===== src/rtl/bank_trk_pkg.sv =====
package bank_trk_pkg;
  localparam logic [2:0] OP_NOP = 3'd0;
  localparam logic [2:0] OP_ACT = 3'd1;
  localparam logic [2:0] OP_RD  = 3'd2;
  localparam logic [2:0] OP_WR  = 3'd3;
  localparam logic [2:0] OP_PRE = 3'd4;
  localparam logic [2:0] OP_REF = 3'd5;
  localparam logic [2:0] OP_LMR = 3'd6;

  typedef enum logic [2:0] {
    WHY_NONE     = 3'd0,
    WHY_CLOSED   = 3'd1,
    WHY_REOPEN   = 3'd2,
    WHY_TOO_SOON = 3'd3,
    WHY_BUSY     = 3'd4,
    WHY_CLOSING  = 3'd5
  } why_e;

  typedef enum logic [1:0] {
    SL_IDLE    = 2'd0,
    SL_OPEN    = 2'd1,
    SL_CLOSING = 2'd2
  } slot_st_e;
endpackage


===== src/rtl/bank_slot.sv =====
module bank_slot
  import bank_trk_pkg::*;
#(
  parameter int ROW_W = 14,
  parameter int CNT_W = 3
) (
  input  logic             clk,
  input  logic             rst,
  input  logic             open_i,
  input  logic [ROW_W-1:0] row_i,
  input  logic             close_i,
  input  logic             ap_i,
  input  logic [CNT_W-1:0] ap_dly_i,
  output logic             is_open_o,
  output logic             closing_o,
  output logic [ROW_W-1:0] row_o
);
  slot_st_e         st;
  logic [CNT_W-1:0] cnt;

  always_ff @(posedge clk) begin
    if (rst) begin
      st    <= SL_IDLE;
      cnt   <= '0;
      row_o <= '0;
    end else if (close_i) begin
      st <= SL_IDLE;
    end else if (open_i) begin
      st    <= SL_OPEN;
      row_o <= row_i;
    end else if (ap_i) begin
      st  <= SL_CLOSING;
      cnt <= ap_dly_i;
    end else if (st == SL_CLOSING) begin
      if (cnt == CNT_W'(1)) st <= SL_IDLE;
      else                  cnt <= cnt - CNT_W'(1);
    end
  end

  assign is_open_o = (st != SL_IDLE);
  assign closing_o = (st == SL_CLOSING);

  a_r2_open_latches_row: assert property (@(posedge clk) disable iff (rst)
    (!rst && open_i && !close_i) |=> (is_open_o && row_o == $past(row_i)));
  a_r4_close_wins: assert property (@(posedge clk) disable iff (rst)
    (!rst && close_i) |=> !is_open_o);
  a_r5_countdown_ends: assert property (@(posedge clk) disable iff (rst)
    (!rst && st == SL_CLOSING && cnt == CNT_W'(1) && !close_i && !open_i && !ap_i) |=> (st == SL_IDLE));
  a_r6_ap_only_when_open: assert property (@(posedge clk) disable iff (rst)
    ap_i |-> (st == SL_OPEN));
endmodule


===== src/rtl/act_spacer.sv =====
module act_spacer #(
  parameter int RRD  = 2,
  parameter int BA_W = 2
) (
  input  logic            clk,
  input  logic            rst,
  input  logic            take_i,
  input  logic [BA_W-1:0] bank_i,
  output logic            too_soon_o
);
  localparam int GAP_W = $clog2(RRD + 1);

  logic [GAP_W-1:0] since;
  logic [BA_W-1:0]  last_bank;

  always_ff @(posedge clk) begin
    if (rst) begin
      since     <= GAP_W'(RRD);
      last_bank <= '0;
    end else if (take_i) begin
      since     <= GAP_W'(1);
      last_bank <= bank_i;
    end else if (since < GAP_W'(RRD)) begin
      since <= since + GAP_W'(1);
    end
  end

  assign too_soon_o = (since < GAP_W'(RRD)) && (bank_i != last_bank);

  a_r8_no_close_pair: assert property (@(posedge clk) disable iff (rst)
    (RRD > 1 && !rst && take_i) |=> !(take_i && bank_i != $past(bank_i)));
endmodule


===== src/rtl/bank_tracker.sv =====
module bank_tracker
  import bank_trk_pkg::*;
#(
  parameter int NBANKS    = 4,
  parameter int ROW_W     = 14,
  parameter int RRD       = 2,
  parameter int RD_AP_DLY = 2,
  parameter int WR_AP_DLY = 4
) (
  input  logic                    clk,
  input  logic                    rst,
  input  logic                    cmd_valid,
  input  logic [2:0]              cmd_code,
  input  logic [1:0]              cmd_bank,
  input  logic [13:0]             cmd_row,
  input  logic                    cmd_a10,
  output logic [3:0]              bank_open,
  output logic [55:0]             bank_row,
  output logic                    all_idle,
  output logic                    viol,
  output logic [2:0]              viol_reason
);
  localparam int BA_W  = $clog2(NBANKS);
  localparam int MAXD  = (RD_AP_DLY > WR_AP_DLY) ? RD_AP_DLY : WR_AP_DLY;
  localparam int CNT_W = $clog2(MAXD + 1);

  logic [NBANKS-1:0] open_v, closing_v, sel;
  logic [NBANKS-1:0] open_en, close_en, ap_en;
  logic              too_soon, act_take, is_rdwr, legal;
  logic              tgt_open, tgt_closing, any_open;
  logic [CNT_W-1:0]  ap_dly;
  why_e              why_n;

  assign sel         = NBANKS'(1) << cmd_bank;
  assign tgt_open    = open_v[cmd_bank];
  assign tgt_closing = closing_v[cmd_bank];
  assign any_open    = |open_v;
  assign is_rdwr     = (cmd_code == OP_RD) || (cmd_code == OP_WR);

  always_comb begin
    why_n = WHY_NONE;
    if (cmd_valid) begin
      case (cmd_code)
        OP_ACT: begin
          if (tgt_open)      why_n = WHY_REOPEN;
          else if (too_soon) why_n = WHY_TOO_SOON;
        end
        OP_RD, OP_WR: begin
          if (!tgt_open)        why_n = WHY_CLOSED;
          else if (tgt_closing) why_n = WHY_CLOSING;
        end
        OP_REF, OP_LMR: begin
          if (any_open) why_n = WHY_BUSY;
        end
        default: why_n = WHY_NONE;
      endcase
    end
  end

  assign legal    = (why_n == WHY_NONE);
  assign act_take = cmd_valid && (cmd_code == OP_ACT) && legal;
  assign ap_dly   = (cmd_code == OP_RD) ? CNT_W'(RD_AP_DLY) : CNT_W'(WR_AP_DLY);

  act_spacer #(.RRD(RRD), .BA_W(BA_W)) u_spacer (
    .clk        (clk),
    .rst        (rst),
    .take_i     (act_take),
    .bank_i     (cmd_bank),
    .too_soon_o (too_soon)
  );

  for (genvar b = 0; b < NBANKS; b++) begin : g_slot
    assign open_en[b]  = act_take && sel[b];
    assign close_en[b] = cmd_valid && (cmd_code == OP_PRE) && (cmd_a10 || sel[b]);
    assign ap_en[b]    = cmd_valid && is_rdwr && cmd_a10 && legal && sel[b];

    bank_slot #(.ROW_W(ROW_W), .CNT_W(CNT_W)) u_slot (
      .clk       (clk),
      .rst       (rst),
      .open_i    (open_en[b]),
      .row_i     (cmd_row),
      .close_i   (close_en[b]),
      .ap_i      (ap_en[b]),
      .ap_dly_i  (ap_dly),
      .is_open_o (open_v[b]),
      .closing_o (closing_v[b]),
      .row_o     (bank_row[b*ROW_W +: ROW_W])
    );
  end

  always_ff @(posedge clk) begin
    if (rst) begin
      viol        <= 1'b0;
      viol_reason <= WHY_NONE;
    end else begin
      viol        <= !legal;
      viol_reason <= why_n;
    end
  end

  assign bank_open = open_v;
  assign all_idle  = ~any_open;

  a_r1_reset_idle: assert property (@(posedge clk)
    rst |=> (all_idle && !viol));
  a_r3_access_closed: assert property (@(posedge clk) disable iff (rst)
    (!rst && cmd_valid && is_rdwr && !bank_open[cmd_bank]) |=> (viol && viol_reason == 3'd1));
  a_r4_all_close: assert property (@(posedge clk) disable iff (rst)
    (!rst && cmd_valid && cmd_code == OP_PRE && cmd_a10) |=> all_idle);
  a_r9_busy_refresh: assert property (@(posedge clk) disable iff (rst)
    (!rst && cmd_valid && (cmd_code == OP_REF || cmd_code == OP_LMR) && !all_idle) |=> (viol && viol_reason == 3'd4));
  a_r10_reason_zero: assert property (@(posedge clk) disable iff (rst)
    !viol |-> (viol_reason == 3'd0));
  a_r10_reason_set: assert property (@(posedge clk) disable iff (rst)
    viol |-> (viol_reason != 3'd0));
  a_r7_row_kept: assert property (@(posedge clk) disable iff (rst)
    (!rst && cmd_valid && cmd_code == OP_ACT && bank_open[cmd_bank] && !bank_open[cmd_bank] == 1'b0) |=> $stable(bank_row));
endmodule


===== config.mk =====
export PLATFORM = sky130hd
export DESIGN_NAME = bank_tracker
export DESIGN_NICKNAME = d
export VERILOG_FILES = /design/src/rtl/bank_trk_pkg.sv /design/src/rtl/bank_slot.sv /design/src/rtl/act_spacer.sv /design/src/rtl/bank_tracker.sv
export SDC_FILE = /design/constraint.sdc
export NUM_CORES = 1
export LEC_CHECK = 0
export ABC_CLOCK_PERIOD_IN_PS = 5830
export CAP_MARGIN = 30
export CORE_MARGIN = 2
export CORE_UTILIZATION = 30
export CTS_CLUSTER_SIZE = 24
export DETAILED_ROUTE_END_ITERATION = 16
export DONT_BUFFER_PORTS = 1
export GPL_TIMING_DRIVEN = 1
export SYNTH_ARGS = -nofsm -noshare
export SYNTH_HDL_FRONTEND = slang
export SYNTH_SLANG_ARGS = --single-unit

===== constraint.sdc =====
create_clock -name clk -period 5.83 [get_ports clk]
set_input_delay 0.2915 -clock clk [delete_from_list [all_inputs] [get_ports clk]]
set_output_delay 0.2915 -clock clk [all_outputs]
set_load 0.01 [all_outputs]

==> flow_summary.html, run 1 <==
<table>
<tr><th>Metric</th><th>Value</th></tr>
<tr><th colspan="2">Placement</th></tr>
<tr><td>Placed wire-length estimate after detailed placement</td><td>approximately 6.2 mm</td></tr>
<tr><td>Weighted congestion at the end of routability-driven global placement</td><td>0.8015</td></tr>
<tr><td>Worst slack, placed</td><td>between 3 and 4 ns</td></tr>
<tr><td>Number of placed instances, taps included</td><td>approximately 540</td></tr>
<tr><td>Post-Place Cell Area</td><td>between 3000 and 4000 um2</td></tr>
<tr><td>Buffers on Ports</td><td>0</td></tr>
<tr><th colspan="2">Worst setup path</th></tr>
<tr><td>Worst-case register-to-register setup slack</td><td>3.60 ns</td></tr>
<tr><td>WP data arrival</td><td>2.47 ns</td></tr>
<tr><td>WP data required</td><td>between 6 and 7 ns</td></tr>
<tr><td>Critical-path top delay cell</td><td>nor4_4</td></tr>
<tr><td>Crit path kind</td><td>reg -&gt; reg</td></tr>
<tr><td>Endpoint of the lowest-slack register-to-register path</td><td>g_slot[3].u_slot.cnt[2]</td></tr>
<tr><td>Critical path capture point type</td><td>flip-flop</td></tr>
<tr><td>Delay of the slowest cell on the worst path</td><td>between 0.5 and 0.6 ns</td></tr>
<tr><td>Launch point of the worst reg-to-reg path</td><td>g_slot[3].u_slot.st[0]</td></tr>
<tr><td>Largest driver fanout on the critical path</td><td>7</td></tr>
<tr><td>Nature of the critical path startpoint</td><td>flip-flop</td></tr>
<tr><td>Length in cells of the worst reg-to-reg path</td><td>6</td></tr>
<tr><td>Critical path, cell by cell</td><td>and4bb_1 &gt; nor4_4 &gt; buf_6 &gt; o211ai_4 &gt; or4_1 &gt; o311a_1</td></tr>
<tr><th colspan="2">Clock network</th></tr>
<tr><td>TritonCTS sink count</td><td>between 80 and 90</td></tr>
<tr><td>TritonCTS buffer count</td><td>9</td></tr>
<tr><td>Post-CTS clock slew at the launch and capture registers of the worst setup and hold paths</td><td>roughly 0.060 ns</td></tr>
<tr><td>Cell chosen for the clock root</td><td>clkbuf_16</td></tr>
<tr><td>Count of H-tree levels built during CTS</td><td>3</td></tr>
<tr><td>Clock insertion delay at the later pin of the skew report</td><td>0.34 ns</td></tr>
<tr><td>CTS-repair resized insts</td><td>0</td></tr>
<tr><td>CTS tree</td><td>done</td></tr>
<tr><td>Max clock buf depth</td><td>2</td></tr>
<tr><th colspan="2">Power</th></tr>
<tr><td>Int Power</td><td>0.9860 mW</td></tr>
<tr><td>Fraction of power consumed by sequential logic</td><td>a little under half</td></tr>
<tr><td>Clock network power share</td><td>just under 50%</td></tr>
<tr><td>Power Density</td><td>290.6 nW/um2</td></tr>
<tr><td>Pwr Total</td><td>1.255 mW</td></tr>
<tr><td>Gate power share</td><td>3.8%</td></tr>
<tr><td>Switching share of total power</td><td>21.45%</td></tr>
<tr><td>Peak supply drop</td><td>0.0001949 V</td></tr>
<tr><td>Power dissipated by switching net loads</td><td>0.2693 mW</td></tr>
<tr><td>Leakage power total</td><td>1.482 nW</td></tr>
<tr><th colspan="2">Logic synthesis</th></tr>
<tr><td>Unique cell type count in the Yosys netlist</td><td>56</td></tr>
<tr><td>Yosys reg bits</td><td>84</td></tr>
<tr><td>Share of flip-flops with an asynchronous set or reset after synthesis</td><td>0%</td></tr>
<tr><td>Ys Warns</td><td>0</td></tr>
<tr><td>Synth Flop Type</td><td>dfxtp_1</td></tr>
<tr><td>Syn Std Cell Area</td><td>roughly 3800 um2</td></tr>
<tr><td>Post-synth net total</td><td>421</td></tr>
<tr><td>Syn Area/Cell</td><td>around 9.8 um2</td></tr>
<tr><td>Post-synthesis cell count</td><td>390</td></tr>
<tr><td>Sequential area share after synthesis</td><td>a little over two fifths</td></tr>
<tr><td>Number of enable-type register cells in the synthesized netlist</td><td>0</td></tr>
<tr><th colspan="2">Timing</th></tr>
<tr><td>Summed negative setup slack over all endpoints</td><td>0 ns</td></tr>
<tr><td>Largest clock skew in the final design</td><td>0.005071 ns</td></tr>
<tr><td>Slew Limit Headroom</td><td>46.84%</td></tr>
<tr><td>Worst-case setup margin in the final layout</td><td>about 3.6 ns</td></tr>
<tr><td>Unrepaired setup endpoints after global routing</td><td>no</td></tr>
<tr><td>Count of endpoints failing setup in the final report</td><td>0</td></tr>
<tr><td>Share of the clock period used by the worst path after layout</td><td>38.28%</td></tr>
<tr><td>Final slew viol count</td><td>0</td></tr>
<tr><td>Endpoints failing hold</td><td>0</td></tr>
<tr><td>Max Freq</td><td>0.4481 GHz</td></tr>
<tr><td>Final worst path period need</td><td>2.232 ns</td></tr>
<tr><td>Transition time at the pin with the least slew margin</td><td>0.7867 ns</td></tr>
<tr><th colspan="2">Floorplan</th></tr>
<tr><td>Die area</td><td>13690 um2</td></tr>
<tr><td>Starting Density</td><td>about 30%</td></tr>
<tr><td>Die Y-Extent</td><td>117.0 um</td></tr>
<tr><td>Core ar.</td><td>about 13000 um2</td></tr>
<tr><td>Die X-Extent</td><td>117.0 um</td></tr>
<tr><td>Std-Cell Rows</td><td>~40</td></tr>
<tr><td>I/O pin cnt</td><td>approximately 90</td></tr>
<tr><th colspan="2">Global route</th></tr>
<tr><td>Antenna violations before repair</td><td>0</td></tr>
<tr><td>Final global-route overflow total</td><td>0</td></tr>
<tr><td>Number of global-route vias before repair</td><td>approximately 2800</td></tr>
<tr><td>GRT Overall Usage</td><td>14.04%</td></tr>
<tr><td>Wire length of the first global-routing pass</td><td>14.48 mm</td></tr>
<tr><td>Largest net degree at the start of global routing</td><td>67</td></tr>
<tr><th colspan="2">Min path</th></tr>
<tr><td>Worst hold path depth</td><td>1</td></tr>
<tr><td>Hold Crit Start</td><td>rst</td></tr>
<tr><td>Hold Path End</td><td>g_slot[0].u_slot.row_o[8]</td></tr>
<tr><td>Class of the most critical hold timing path</td><td>in -&gt; reg</td></tr>
<tr><th colspan="2">Layout</th></tr>
<tr><td>Area growth from synthesis to layout</td><td>12.77%</td></tr>
<tr><td>Proportion of layout cells with a drive suffix above 1</td><td>a little over a tenth</td></tr>
<tr><td>Finished Layout Cells</td><td>563</td></tr>
<tr><td># diodes</td><td>0</td></tr>
<tr><td>Sequential cell area</td><td>1682 um2</td></tr>
<tr><td>Fill cells</td><td>1280</td></tr>
<tr><td>Layout Cell Area excl Fill</td><td>4320 um2</td></tr>
<tr><td>Nets@finish</td><td>417</td></tr>
<tr><td>Area taken by multi-input logic gates</td><td>1943 um2</td></tr>
<tr><th colspan="2">Drt</th></tr>
<tr><td>Count of routing violations after the opening detailed-route iteration</td><td>99</td></tr>
<tr><td>Routed wire length</td><td>approximately 9.1 mm</td></tr>
<tr><td>Avg WL per Cell</td><td>16.24 um</td></tr>
<tr><td>DRC violation count after routing</td><td>0</td></tr>
<tr><td>1st-pass router iterations</td><td>4</td></tr>
<tr><td>Antenna Violating Nets Remaining</td><td>0</td></tr>
<tr><td>Via density</td><td>4.892</td></tr>
<tr><td>Via count</td><td>2754</td></tr>
<tr><th colspan="2">Outcome</th></tr>
<tr><td>Run status</td><td>finished, final reports clean</td></tr>
<tr><th colspan="2">Job</th></tr>
<tr><td>Count of maximum capacitance violations</td><td>0</td></tr>
</table>
==> worst max-delay path, delay by kind of cell (launching register included) <==
kind / cells / cell delay, ns
AOI/OAI and AO/OA: 2 / 0.25
DFF: 1 / 0.38
buffers and inverters: 1 / 0.24
and+or+nand+nor: 3 / 1.25
==> final cells by class <==
cell class              instances  area share [%]
clock buffers                  10           5.531
clock inverters                 6           1.998
inverters                      17           1.477
multi-input cells             264           44.98
flip-flops and latches         84           38.92
well taps                     172           4.981
repair buffers                 10           2.114
==> power groups by stage <==
stage	clock [mW]	sequential [mW]	combinational (mW)
3_3_place_gp	0	0.596	0.0420
2_1_floorplan	0	0.595	0.0479
5_1_grt	0.662	0.583	0.0528
6_report	0.624	0.583	0.0482
3_5_place_dp	0	0.596	0.0443
4_1_cts	0.641	0.583	0.0478
==> per-layer routing <==
layer  GRT usage [%]  up-vias  wire (um)
met5               0        -          0
met1           17.00     1295       3905
met3           6.437       11        952
li1                -     1340          -
met2           21.66      108       4143
met4           5.804        0        142
==> flip-flops by register name, summed over array words and instances (netlist names) <==
register	cells
g_slot.u_slot.cnt	12
u_spacer.since	2
viol_reason	3
g_slot.u_slot.row_o	56
g_slot.u_slot.st	8
viol	1
u_spacer.last_bank	2
==> cell usage in the layout (no fill, tap or decap), types with 6 or more instances in the layout <==
cell type and count:
nand2_1 16, dfxtp_1 84, ha_1 8, mux2i_1 59
o21ai_0 10, nand3_1 6, clkbuf_16 9, xnor2_1 9
a21oi_1 10, inv_1 16, a211oi_1 6, nor2_1 76
==> synthesized netlist by cell type, drive strengths merged, types with 3 or more instances <==
| master | number | share of area [%] |
|---|---|---|
| nand3 | 6 | 0.78 |
| a21oi | 11 | 1.5 |
| nand2b | 5 | 0.82 |
| inv | 17 | 1.7 |
| dfxtp | 84 | 44 |
| nand2 | 16 | 1.6 |
| nor4b | 6 | 2.1 |
| ha | 8 | 2.6 |
| nor4 | 5 | 2.2 |
| nor2 | 77 | 7.7 |
| nor3 | 4 | 0.52 |
| a211oi | 7 | 1.5 |
| a21o | 3 | 0.59 |
| xnor2 | 9 | 2.1 |
| mux2i | 59 | 15 |
| and3 | 5 | 0.82 |
| o21ai | 10 | 1.3 |
| o2111ai | 5 | 1.9 |
| clkbuf | 10 | 0.98 |
| buf | 15 | 3.1 |
==> logic make-up after synthesis <==
| kind of cell | count (synthesis) | share of synthesized area [%] |
|---|---|---|
| buffers and inverters | 42 | 5.780 |
| adders and majority gates | 8 | 2.613 |
| AOI/OAI and AO/OA | 49 | 10.16 |
| muxes | 60 | 16.00 |
| and+or+nand+nor | 137 | 19.27 |
| xor gates and xnor gates | 10 | 2.286 |
| DFF | 84 | 43.89 |
==> how the worst max path moves through the flow <==
| stage | end | cells past startpoint | start | slack [ns] |
|---|---|---|---|---|
| after floorplan | g_slot[3].u_slot.cnt[2] | 6 | g_slot[3].u_slot.st[1] | 3.84 |
| after global placement | g_slot[1].u_slot.cnt[2] | 5 | g_slot[3].u_slot.st[0] | 3.33 |
| after detailed placement | g_slot[3].u_slot.cnt[2] | 6 | g_slot[3].u_slot.st[0] | 3.60 |
| after CTS | g_slot[3].u_slot.cnt[2] | 6 | g_slot[3].u_slot.st[0] | 3.59 |
| after global routing | g_slot[3].u_slot.cnt[2] | 6 | g_slot[3].u_slot.st[0] | 3.47 |
| final | g_slot[3].u_slot.cnt[2] | 6 | g_slot[3].u_slot.st[0] | 3.60 |
==> timing repair <==
item / CTS / global route
buffers inserted: 0 / 0
endpoints found under the hold margin: 2 / 2
hold buffers: 4 / 1
setup endpoints to repair: 0 / 0
==> through the flow <==
stage	utilization [%]	hold WS, ns
3_3_place_gp	31.30	0.3691
6_report	34.38	0.01419
3_5_place_dp	31.39	0.3708
4_1_cts	34.30	0.001056
5_1_grt	34.38	0.0002115
2_1_floorplan	-	0.4387
Note: power is estimated with default switching activity, not from simulation.
==> inputs of run 2 (changes only) <==
--- a/config.mk
+++ b/config.mk
@@ -5,7 +5,7 @@
 export SDC_FILE = /design/constraint.sdc
 export NUM_CORES = 1
 export LEC_CHECK = 0
-export ABC_CLOCK_PERIOD_IN_PS = 5830
+export ABC_CLOCK_PERIOD_IN_PS = 1980
 export CAP_MARGIN = 30
 export CORE_MARGIN = 2
 export CORE_UTILIZATION = 30
==> constraint.sdc (replaced) <==
create_clock -name clk -period 1.98 [get_ports clk]
set_input_delay 0.099 -clock clk [delete_from_list [all_inputs] [get_ports clk]]
set_output_delay 0.099 -clock clk [all_outputs]
set_load 0.01 [all_outputs]
==> flow_summary.html, run 2 (synthesis gave the netlist of run 1 again) <==
<table>
<tr><th>Metric</th><th>Value</th></tr>
<tr><th colspan="2">Clock network</th></tr>
<tr><td>Count of H-tree levels built during CTS</td><td>3 (unchanged)</td></tr>
<tr><td>TritonCTS buffer count</td><td>9 (unchanged)</td></tr>
<tr><td>Post-CTS clock slew at the launch and capture registers of the worst setup and hold paths</td><td>0.06 ns (about the same)</td></tr>
<tr><td>CTS tree</td><td>done (unchanged)</td></tr>
<tr><td>Max clock buf depth</td><td>2 (unchanged)</td></tr>
<tr><td>Cell chosen for the clock root</td><td>clkbuf_16 (unchanged)</td></tr>
<tr><td>Clock insertion delay at the later pin of the skew report</td><td>0.34 ns (about the same)</td></tr>
<tr><td>TritonCTS sink count</td><td>84 (unchanged)</td></tr>
<tr><th colspan="2">Timing</th></tr>
<tr><td>Transition time at the pin with the least slew margin</td><td>0.5815 ns (was 0.7867 ns)</td></tr>
<tr><td>Max Freq</td><td>0.5031 GHz (was 0.4481 GHz)</td></tr>
<tr><td>Endpoints failing hold</td><td>0 (unchanged)</td></tr>
<tr><td>Slew Limit Headroom</td><td>61.23% (was 46.84%)</td></tr>
<tr><td>Worst-case setup margin in the final layout</td><td>-0.007564 ns (was 3.598 ns)</td></tr>
<tr><td>Count of endpoints failing setup in the final report</td><td>2 (was 0)</td></tr>
<tr><td>Final worst path period need</td><td>1.988 ns (was 2.232 ns)</td></tr>
<tr><td>Largest clock skew in the final design</td><td>0.006115 ns (was 0.005071 ns)</td></tr>
<tr><td>Unrepaired setup endpoints after global routing</td><td>yes (was no)</td></tr>
<tr><td>Worst hold slack after final layout</td><td>0.01488 ns (was 0.01419 ns)</td></tr>
<tr><td>Share of the clock period used by the worst path after layout</td><td>100.4% (was 38.28%)</td></tr>
<tr><td>Summed negative setup slack over all endpoints</td><td>-0.01012 ns (was 0 ns)</td></tr>
<tr><td>Final slew viol count</td><td>0 (unchanged)</td></tr>
<tr><th colspan="2">Worst setup path</th></tr>
<tr><td>Delay of the slowest cell on the worst path</td><td>0.44 ns (was 0.56 ns)</td></tr>
<tr><td>Endpoint of the lowest-slack register-to-register path</td><td>g_slot[3].u_slot.cnt[2] (unchanged)</td></tr>
<tr><td>WP data arrival</td><td>2.21 ns (was 2.47 ns)</td></tr>
<tr><td>Critical path buffers and inverters</td><td>2 (was 1)</td></tr>
<tr><td>Cell family with most CP delay</td><td>simple AND/OR/NAND/NOR gates (unchanged)</td></tr>
<tr><td>Largest driver fanout on the critical path</td><td>7 (unchanged)</td></tr>
<tr><td>Critical path, cell by cell</td><td>and4bb_1 &gt; nor4_4 &gt; buf_6 &gt; buf_6 &gt; o211ai_4 &gt; or4_4 &gt; o311a_1 (was and4bb_1 &gt; nor4_4 &gt; buf_6 &gt; o211ai_4 &gt; or4_1 &gt; o311a_1)</td></tr>
<tr><td>Worst-case register-to-register setup slack</td><td>-0.008 ns (was 3.60 ns)</td></tr>
<tr><td>Crit path kind</td><td>reg -&gt; reg (unchanged)</td></tr>
<tr><td>WP data required</td><td>2.21 ns (was 6.07 ns)</td></tr>
<tr><td>Critical path capture point type</td><td>flip-flop (unchanged)</td></tr>
<tr><td>Length in cells of the worst reg-to-reg path</td><td>7 (was 6)</td></tr>
<tr><td>Most common cell type on the critical path</td><td>buf_6</td></tr>
<tr><td>Critical-path top delay cell</td><td>or4_4 (was nor4_4)</td></tr>
<tr><td>Launch point of the worst reg-to-reg path</td><td>g_slot[3].u_slot.st[0] (unchanged)</td></tr>
<tr><td>Nature of the critical path startpoint</td><td>flip-flop (unchanged)</td></tr>
<tr><th colspan="2">Drt</th></tr>
<tr><td>DRC violation count after routing</td><td>0 (unchanged)</td></tr>
<tr><td>1st-pass router iterations</td><td>4 (unchanged)</td></tr>
<tr><td>Avg WL per Cell</td><td>16.51 um (was 16.24 um)</td></tr>
<tr><td>Via density</td><td>4.807 (was 4.892)</td></tr>
<tr><td>Routed wire length</td><td>10.09 mm (was 9.143 mm)</td></tr>
<tr><td>Via count</td><td>2937 (was 2754)</td></tr>
<tr><td>Antenna Violating Nets Remaining</td><td>0 (unchanged)</td></tr>
<tr><td>Count of routing violations after the opening detailed-route iteration</td><td>112 (was 99)</td></tr>
<tr><th colspan="2">Power</th></tr>
<tr><td>Leakage power total</td><td>1.764 nW (was 1.482 nW)</td></tr>
<tr><td>Pwr Total</td><td>3.811 mW (was 1.255 mW)</td></tr>
<tr><td>Power Density</td><td>773.2 nW/um2 (was 290.6 nW/um2)</td></tr>
<tr><td>Peak supply drop</td><td>0.0004586 V (was 0.0001949 V)</td></tr>
<tr><th colspan="2">Layout</th></tr>
<tr><td>Commonest non-fill, non-tap cell in the layout</td><td>dfxtp_1 (unchanged)</td></tr>
<tr><td>Nets@finish</td><td>465 (was 417)</td></tr>
<tr><td>Register name with the most flops</td><td>g_slot.u_slot.row_o (unchanged)</td></tr>
<tr><td>Area growth from synthesis to layout</td><td>28.64% (was 12.77%)</td></tr>
<tr><td># diodes</td><td>0 (unchanged)</td></tr>
<tr><td>Commonest cells after routing, fill and taps aside</td><td>dfxtp_1, nor2_1, mux2i_1, buf_4, dlygate4sd3_1 (was dfxtp_1, nor2_1, mux2i_1, inv_1, nand2_1)</td></tr>
<tr><td>Proportion of layout cells with a drive suffix above 1</td><td>18.68% (was 10.49%)</td></tr>
<tr><td>Layout Cell Area excl Fill</td><td>4928 um2 (was 4320 um2)</td></tr>
<tr><td>Largest register FFs</td><td>56 (unchanged)</td></tr>
<tr><td>Registers with the most flip-flops</td><td>g_slot.u_slot.row_o (56), g_slot.u_slot.cnt (12), g_slot.u_slot.st (8) (unchanged)</td></tr>
<tr><th colspan="2">Min path</th></tr>
<tr><td>Worst hold path depth</td><td>3 (was 1)</td></tr>
<tr><td>Hold Path End</td><td>viol_reason[2] (was g_slot[0].u_slot.row_o[8])</td></tr>
<tr><td>Hold Crit Start</td><td>cmd_code[1] (was rst)</td></tr>
<tr><td>Class of the most critical hold timing path</td><td>in -&gt; reg (unchanged)</td></tr>
<tr><th colspan="2">Floorplan</th></tr>
<tr><td>Die Y-Extent</td><td>117.0 um (unchanged)</td></tr>
<tr><td>Core ar.</td><td>12570 um2 (unchanged)</td></tr>
<tr><td>Die X-Extent</td><td>117.0 um (unchanged)</td></tr>
<tr><td>Die area</td><td>13690 um2 (unchanged)</td></tr>
<tr><td>Std-Cell Rows</td><td>41 (unchanged)</td></tr>
<tr><td>I/O pin cnt</td><td>88 (unchanged)</td></tr>
<tr><td>Starting Density</td><td>30.48% (unchanged)</td></tr>
<tr><th colspan="2">Placement</th></tr>
<tr><td>Weighted congestion at the end of routability-driven global placement</td><td>0.7971 (was 0.8015)</td></tr>
<tr><td>Placed wire-length estimate after detailed placement</td><td>6.342 mm (was 6.163 mm)</td></tr>
<tr><td>Buffers on Ports</td><td>0 (unchanged)</td></tr>
<tr><td>Post-Place Cell Area</td><td>4154 um2 (was 3945 um2)</td></tr>
<tr><th colspan="2">Global route</th></tr>
<tr><td>Wire length of the first global-routing pass</td><td>14.72 mm (was 14.48 mm)</td></tr>
<tr><td>GRT Overall Usage</td><td>14.16% (was 14.04%)</td></tr>
<tr><td>Largest net degree at the start of global routing</td><td>69 (was 67)</td></tr>
<tr><td>Number of global-route vias before repair</td><td>2860 (was 2765)</td></tr>
<tr><td>Final global-route overflow total</td><td>0 (unchanged)</td></tr>
<tr><td>Antenna violations before repair</td><td>0 (unchanged)</td></tr>
<tr><th colspan="2">Job</th></tr>
<tr><td>Count of maximum capacitance violations</td><td>0 (unchanged)</td></tr>
<tr><th colspan="2">Outcome</th></tr>
<tr><td>Violated checks</td><td>negative setup slack</td></tr>
<tr><td>Run status</td><td>finished with violations (was finished, final reports clean)</td></tr>
</table>
run 2: changes by cell type in the layout (fill, tap and decap cells not counted), sizes merged:
cell	before	now
clkbuf	10	14
dlygate4sd3	5	19
buf	5	36
inv	18	17
run 2: cell type report:
type | instances | area, um2
multi-input cells | 264 | 2007
well taps | 172 | 215.2
repair buffers | 58 | 629.4
flip-flops and latches | 84 | 1685
clock buffers | 11 | 242.7
clock inverters | 5 | 85.08
inverters | 17 | 63.81
fillers | 1235 | 7640
run 2: stage by stage:
stage	setup WS (ns)	instances	utilization [%]
2_1_floorplan	0.07939	390	-
3_3_place_gp	0.005528	562	33.05
3_5_place_dp	-0.04047	562	33.05
4_1_cts	0.004289	583	36.15
5_1_grt	-0.09475	611	39.21
6_report	-0.007564	611	39.21
run 2: worst register-to-register path: stages, from the launching register on:
cell	delay, ns
dfxtp_2	0.34
and4bb_1	0.24
nor4_4	0.37
buf_6	0.18
buf_6	0.10
o211ai_4	0.07
or4_4	0.44
o311a_1	0.14
run 2: where the power goes:
group          internal (mW)  switching [mW]  total, mW
Clock                   1.14           0.702       1.85
Combinational          0.119           0.129      0.247
Sequential              1.70          0.0134       1.72
run 2: worst max-delay path by stage:
| stage | startpoint | end | slack [ns] | cells after the start |
|---|---|---|---|---|
| 3_3_place_gp | g_slot[1].u_slot.st[0] | g_slot[1].u_slot.row_o[12] | 0.006 | 7 |
| 3_5_place_dp | g_slot[1].u_slot.st[0] | g_slot[2].u_slot.row_o[0] | -0.04 | 7 |
| 2_1_floorplan | g_slot[1].u_slot.st[0] | g_slot[0].u_slot.row_o[10] | 0.08 | 8 |
| 6_report | g_slot[3].u_slot.st[0] | g_slot[3].u_slot.cnt[2] | -0.008 | 7 |
| 4_1_cts | g_slot[1].u_slot.st[0] | g_slot[2].u_slot.row_o[0] | 0.004 | 7 |
| 5_1_grt | g_slot[3].u_slot.st[0] | g_slot[3].u_slot.cnt[2] | -0.09 | 7 |
run 2: per-layer routing:
metal,track usage [%],up-vias,wire length [um]
li1,-,1430,-
met1,17.79,1401,4552
met2,21.89,97,4591
met3,6.179,9,845
met4,4.627,0,99
met5,0,-,0
run 2: what timing repair did:
action / CTS / global route
resized for setup: 3 / 13
setup endpoints to repair: 31 / 45
gates cloned: 0 / 3
setup buffers: 3 / 7
hold buffers: 2 / 18
hold endpoints to repair: 70 / 67
pin swaps: 2 / 11
